[config.mk]
export PLATFORM = sky130hd
export DESIGN_NAME = svc_req_status
export DESIGN_NICKNAME = d
export VERILOG_FILES = /design/src/rtl/svc_pkg.sv /design/src/rtl/svc_ctl.sv /design/src/rtl/svc_dp.sv /design/src/rtl/svc_req_status.sv
export SDC_FILE = /design/constraint.sdc
export NUM_CORES = 1
export LEC_CHECK = 0
export ABC_CLOCK_PERIOD_IN_PS = 2800
export BUFFER_PORTS_ARGS = -buffer_cell sky130_fd_sc_hd__buf_2
export CAP_MARGIN = 15
export CORE_AREA = 2 2 39 41
export DETAILED_ROUTE_END_ITERATION = 6
export DIE_AREA = 0 0 41 43
export GPL_TIMING_DRIVEN = 1
export MAX_ROUTING_LAYER = met4
export PLACE_DENSITY = 0.75
export SYNTH_ARGS = -nofsm -noshare
export SYNTH_HDL_FRONTEND = slang
export SYNTH_SLANG_ARGS = --single-unit
[constraint.sdc]
create_clock -name clk -period 2.8 [get_ports clk]
set_input_delay 0 -clock clk [delete_from_list [all_inputs] [get_ports clk]]
set_output_delay 0 -clock clk [all_outputs]
set_load 0.02 [all_outputs]
[src/rtl/svc_pkg.sv]
package svc_pkg;
  localparam int BIT_RSR = 0;
  localparam int BIT_ERR = 2;
  localparam int BIT_MAV = 4;
  localparam int BIT_ESB = 5;
  localparam int BIT_RQS = 6;

  typedef struct packed {
    logic loadEnable;
    logic clearRqs;
    logic setRqs;
  } ctlStrobes_t;
endpackage

[src/rtl/svc_ctl.sv]
module svc_ctl
  import svc_pkg::*;
(
  input  logic        clk,
  input  logic        rst_n,
  input  logic        enWrite,
  input  logic        pollStrobe,
  input  logic        summary,
  output ctlStrobes_t ctl
);
  logic prevSummary;

  always_ff @(posedge clk) begin
    if (!rst_n) prevSummary <= 1'b0;
    else        prevSummary <= summary;
  end

  always_comb begin
    ctl.loadEnable = enWrite;
    ctl.setRqs     = summary & ~prevSummary;
    ctl.clearRqs   = pollStrobe;
  end
endmodule

[src/rtl/svc_dp.sv]
module svc_dp
  import svc_pkg::*;
#(
  parameter int STATUS_W = 8,
  parameter int EVT_W    = 8
) (
  input  logic                clk,
  input  logic                rst_n,
  input  ctlStrobes_t         ctl,
  input  logic                outQueueBusy,
  input  logic                errQueueBusy,
  input  logic [EVT_W-1:0]    stdEvent,
  input  logic [EVT_W-1:0]    stdEventEn,
  input  logic                readySummary,
  input  logic [STATUS_W-1:0] enData,
  output logic                summary,
  output logic [STATUS_W-1:0] queryByte,
  output logic [STATUS_W-1:0] pollByte,
  output logic                rqsOut
);
  localparam logic [STATUS_W-1:0] RQS_MASK = STATUS_W'(1) << BIT_RQS;

  logic [STATUS_W-1:0] sreReg;
  logic [STATUS_W-1:0] causeBits;
  logic                rqsReg;

  always_comb begin
    causeBits          = '0;
    causeBits[BIT_RSR] = readySummary;
    causeBits[BIT_ERR] = errQueueBusy;
    causeBits[BIT_MAV] = outQueueBusy;
    causeBits[BIT_ESB] = |(stdEvent & stdEventEn);
  end

  assign summary = |(causeBits & sreReg & ~RQS_MASK);

  always_ff @(posedge clk) begin
    if (!rst_n) begin
      sreReg <= '0;
      rqsReg <= 1'b0;
    end else begin
      if (ctl.loadEnable) sreReg <= enData & ~RQS_MASK;
      if (ctl.setRqs)        rqsReg <= 1'b1;
      else if (ctl.clearRqs) rqsReg <= 1'b0;
    end
  end

  always_comb begin
    queryByte          = causeBits;
    queryByte[BIT_RQS] = summary;
    pollByte           = causeBits;
    pollByte[BIT_RQS]  = rqsReg;
  end

  assign rqsOut = rqsReg;

  // a set strobe always leaves the flag set
  p_set_lands_r7: assert property (@(posedge clk) disable iff (!rst_n)
    ctl.setRqs |=> rqsReg);
  // the flag only rises after a cycle with an active summary
  p_rise_has_cause_r7: assert property (@(posedge clk) disable iff (!rst_n)
    $rose(rqsReg) |-> $past(summary));
  // a poll with no concurrent rise leaves the flag clear
  p_poll_clears_r8: assert property (@(posedge clk) disable iff (!rst_n)
    (ctl.clearRqs && !ctl.setRqs) |=> !rqsReg);
  // bit 6 of the mask never sticks
  p_mask_bit6_r5: assert property (@(posedge clk) disable iff (!rst_n)
    ctl.loadEnable |=> !sreReg[BIT_RQS]);
endmodule

[src/rtl/svc_req_status.sv]
module svc_req_status
  import svc_pkg::*;
#(
  parameter int STATUS_W = 8,
  parameter int EVT_W    = 8
) (
  input  logic                clk,
  input  logic                rst_n,
  input  logic                outQueueBusy,
  input  logic                errQueueBusy,
  input  logic [EVT_W-1:0]    stdEvent,
  input  logic [EVT_W-1:0]    stdEventEn,
  input  logic                readySummary,
  input  logic                enWrite,
  input  logic [STATUS_W-1:0] enData,
  input  logic                pollStrobe,
  output logic [STATUS_W-1:0] queryByte,
  output logic [STATUS_W-1:0] pollByte,
  output logic                srqLine
);
  ctlStrobes_t ctl;
  logic        summary;
  logic        rqsOut;

  svc_ctl u_ctl (
    .clk(clk), .rst_n(rst_n), .enWrite(enWrite),
    .pollStrobe(pollStrobe), .summary(summary), .ctl(ctl)
  );

  svc_dp #(.STATUS_W(STATUS_W), .EVT_W(EVT_W)) u_dp (
    .clk(clk), .rst_n(rst_n), .ctl(ctl),
    .outQueueBusy(outQueueBusy), .errQueueBusy(errQueueBusy),
    .stdEvent(stdEvent), .stdEventEn(stdEventEn),
    .readySummary(readySummary), .enData(enData),
    .summary(summary), .queryByte(queryByte), .pollByte(pollByte),
    .rqsOut(rqsOut)
  );

  assign srqLine = rqsOut;
endmodule

==> impl_metrics.py <==
metrics = {
    "synthesis": {
        "syn_avg_cell_area_sq_um": 9.09,
        "ys_warn_count": 0,
        "synth-seq-cells": 6,
        "yosys-top-cells-area": "dfxtp_1 29%, buf_4 28%, mux2i_1 9.8%",
        "synth_top_area_share_pct": 29.4,
        "synth_cell_types": 16,
        "synth_cells": 45,
        "synth_flop_cell": "dfxtp_1",
        "synth_edf_count": 0,
        "seq_area_frac_synth_pct": 29.4,
        "synth_async_sr_flop_share_pct": 0,
        "synth_top_area_cell": "dfxtp_1",
        "synth_area_sq_um": 409,
    },
    "timing": {
        "clock.fmax_mhz": 696,
        "clock-skew-final_ns": 0.00160,
        "layout_min_cycle_time_ns": 1.44,
        "hold_viol_final": 0,
        "setup_tns_ns": 0,
        "slew_viol_final": 0,
        "fin_crit_sh_pct": 51.3,
        "hold_slack_ns": 0.0240,
        "finalSetupViolations": 0,
        "rsz0062_at_grt": "false",
    },
    "detailed_routing": {
        "drtPass1Iterations": 4,
        "wire_per_inst_um": 9.49,
        "drc": 0,
        "vias_per_cell": 4.17,
        "dr.first_iter.drc_count": 6,
        "num_vias": 375,
        "routed_wl_um": 854,
        "ant_nets": 0,
    },
    "pwr": {
        "ir_worst_vdd_uv": 172,
        "leakagePower_nw": 0.300,
        "powerDensity_nw_per_um2": 460,
    },
    "worst_hold_path": {
        "hold_path_depth": 3,
        "hp-class": "input port to register",
    },
    "layout": {
        "layout_commonest_cell": "buf_2",
        "mostFrequentLayoutCells": "37 x buf_2, 6 x conb_1, 6 x dfxtp_1",
        "antennaDiodeCount": 0,
        "drive_gt1_share_pct": 56.8,
        "fillers": 149,
        "areaGrowthSynthToFinish_pct": 31.8,
        "fin_util_pct": 39.0,
        "final_nets": 107,
    },
    "cts": {
        "cts.repair.resized": 0,
        "clk_pin_slew_worst_paths_ns": 0.04,
        "clockRootBuffer": "clkbuf_4",
        "cts_tree": "done",
        "cts_buffers": 3,
        "cts_buffer_depth": 2,
        "cts_sinks": 6,
        "holdBufCountCts": 0,
        "htree_num_levels": 1,
        "clock_latency_ns": 0.24,
        "postCtsSetupBuffers": 0,
    },
    "die": {
        "die_w_um": 41,
        "dieHeight_um": 43,
        "core_area_sq_um": 1380,
        "rows": 14,
        "start_util_pct": 29.6,
        "die-area_sq_um": 1760,
        "num_io_pins": 48,
    },
    "placement": {
        "dp_hpwl_um": 729,
        "io_buffers": 37,
        "gp_congestion": 0.631,
    },
    "global_routing": {
        "antenna_found_initial": 0,
        "grt_pass1_vias": 344,
        "grt_overflow": 0,
        "grt_max_degree": 10,
        "grt_util_all_layers_pct": 11.4,
        "grt_pass1_wl_um": 1300,
    },
    "critical_path": {
        "ff2ff_path_depth": 3,
        "crit_type": "register to primary output",
        "worstPathArrival_ns": 1.44,
        "critPathCaptureType": "primary output",
        "crit_required_ns": 2.80,
        "critPathMaxFanout": 3,
        "startpoint_type": "register",
        "rrSetupSlack_ns": 1.57,
    },
    "run": {
        "cap_violations": 0,
    },
    "status": {
        "status": "complete, no violations",
    },
}
[stage by stage]
step | setup slack (ns) | power, mW | area [sq um] | instances
after floorplan | 1.72 | 0.158 | 428 | 50
after global placement | 1.58 | 0.171 | 517 | 87
after detailed placement | 1.57 | 0.172 | 517 | 87
after CTS | 1.34 | 0.253 | 539 | 90
after global routing | 1.29 | 0.264 | 539 | 90
final | 1.36 | 0.248 | 539 | 90
[worst paths after layout]
path / from / end
setup reg to reg: u_dp.sreReg[0] / u_dp.rqsOut
setup / recovery: u_dp.sreReg[0] / queryByte[6]
hold reg to reg: u_dp.sreReg[2] / u_dp.sreReg[2]
hold / removal: enData[2] / u_dp.sreReg[2]
[flip-flops by register name (all words and copies together), names as in the netlist]
name,cells
u_dp.sreReg,4
u_ctl.prevSummary,1
u_dp.rqsOut,1
[layer usage]
layer  global-route usage, %  up-vias  share of wire [%]  wire length (um)
li1                        -      195                  -                 -
met1                    14.3      164                 41               347
met2                    13.8       14                 52               448
met3                    4.19        2                6.0                51
met4                    9.33        0               0.82                 7
met5                       -        -                  0                 0
[area by class of cell]
type	count	area (sq um)	area share [%]
multi-input cells	27	188	34.8
repair buffers	37	185	34.3
flip-flops and latches	6	120	22.3
clock buffers	3	22.5	4.18
well taps	16	20.0	3.71
inverters	1	3.75	0.696
[cell families after synthesis]
group	after synthesis	share of synthesized area, %
AO/OA/AOI/OAI	9	18.0
buffers and inverters	17	29.4
flip-flops	6	29.4
multiplexers	4	9.79
other	1	0.917
AND/OR/NAND/NOR	8	12.5
[cells in the mapped netlist, drive strengths merged, types with 4 or more instances]
cell and count:
nor2b 5, dfxtp 6, a22oi 4, mux2i 4, buf 15
[worst max-delay path, stage by stage (launching register included)]
cell      delay, ns
dfxtp_1        0.30
a222oi_1       0.47
a21bo_2        0.27
buf_2          0.15
[where the power goes]
part           internal [mW]  switching, mW
registers             0.0923        0.00381
logic                 0.0334         0.0405
clock network         0.0484         0.0298
No activity file was read; power rests on OpenSTA's default activity.
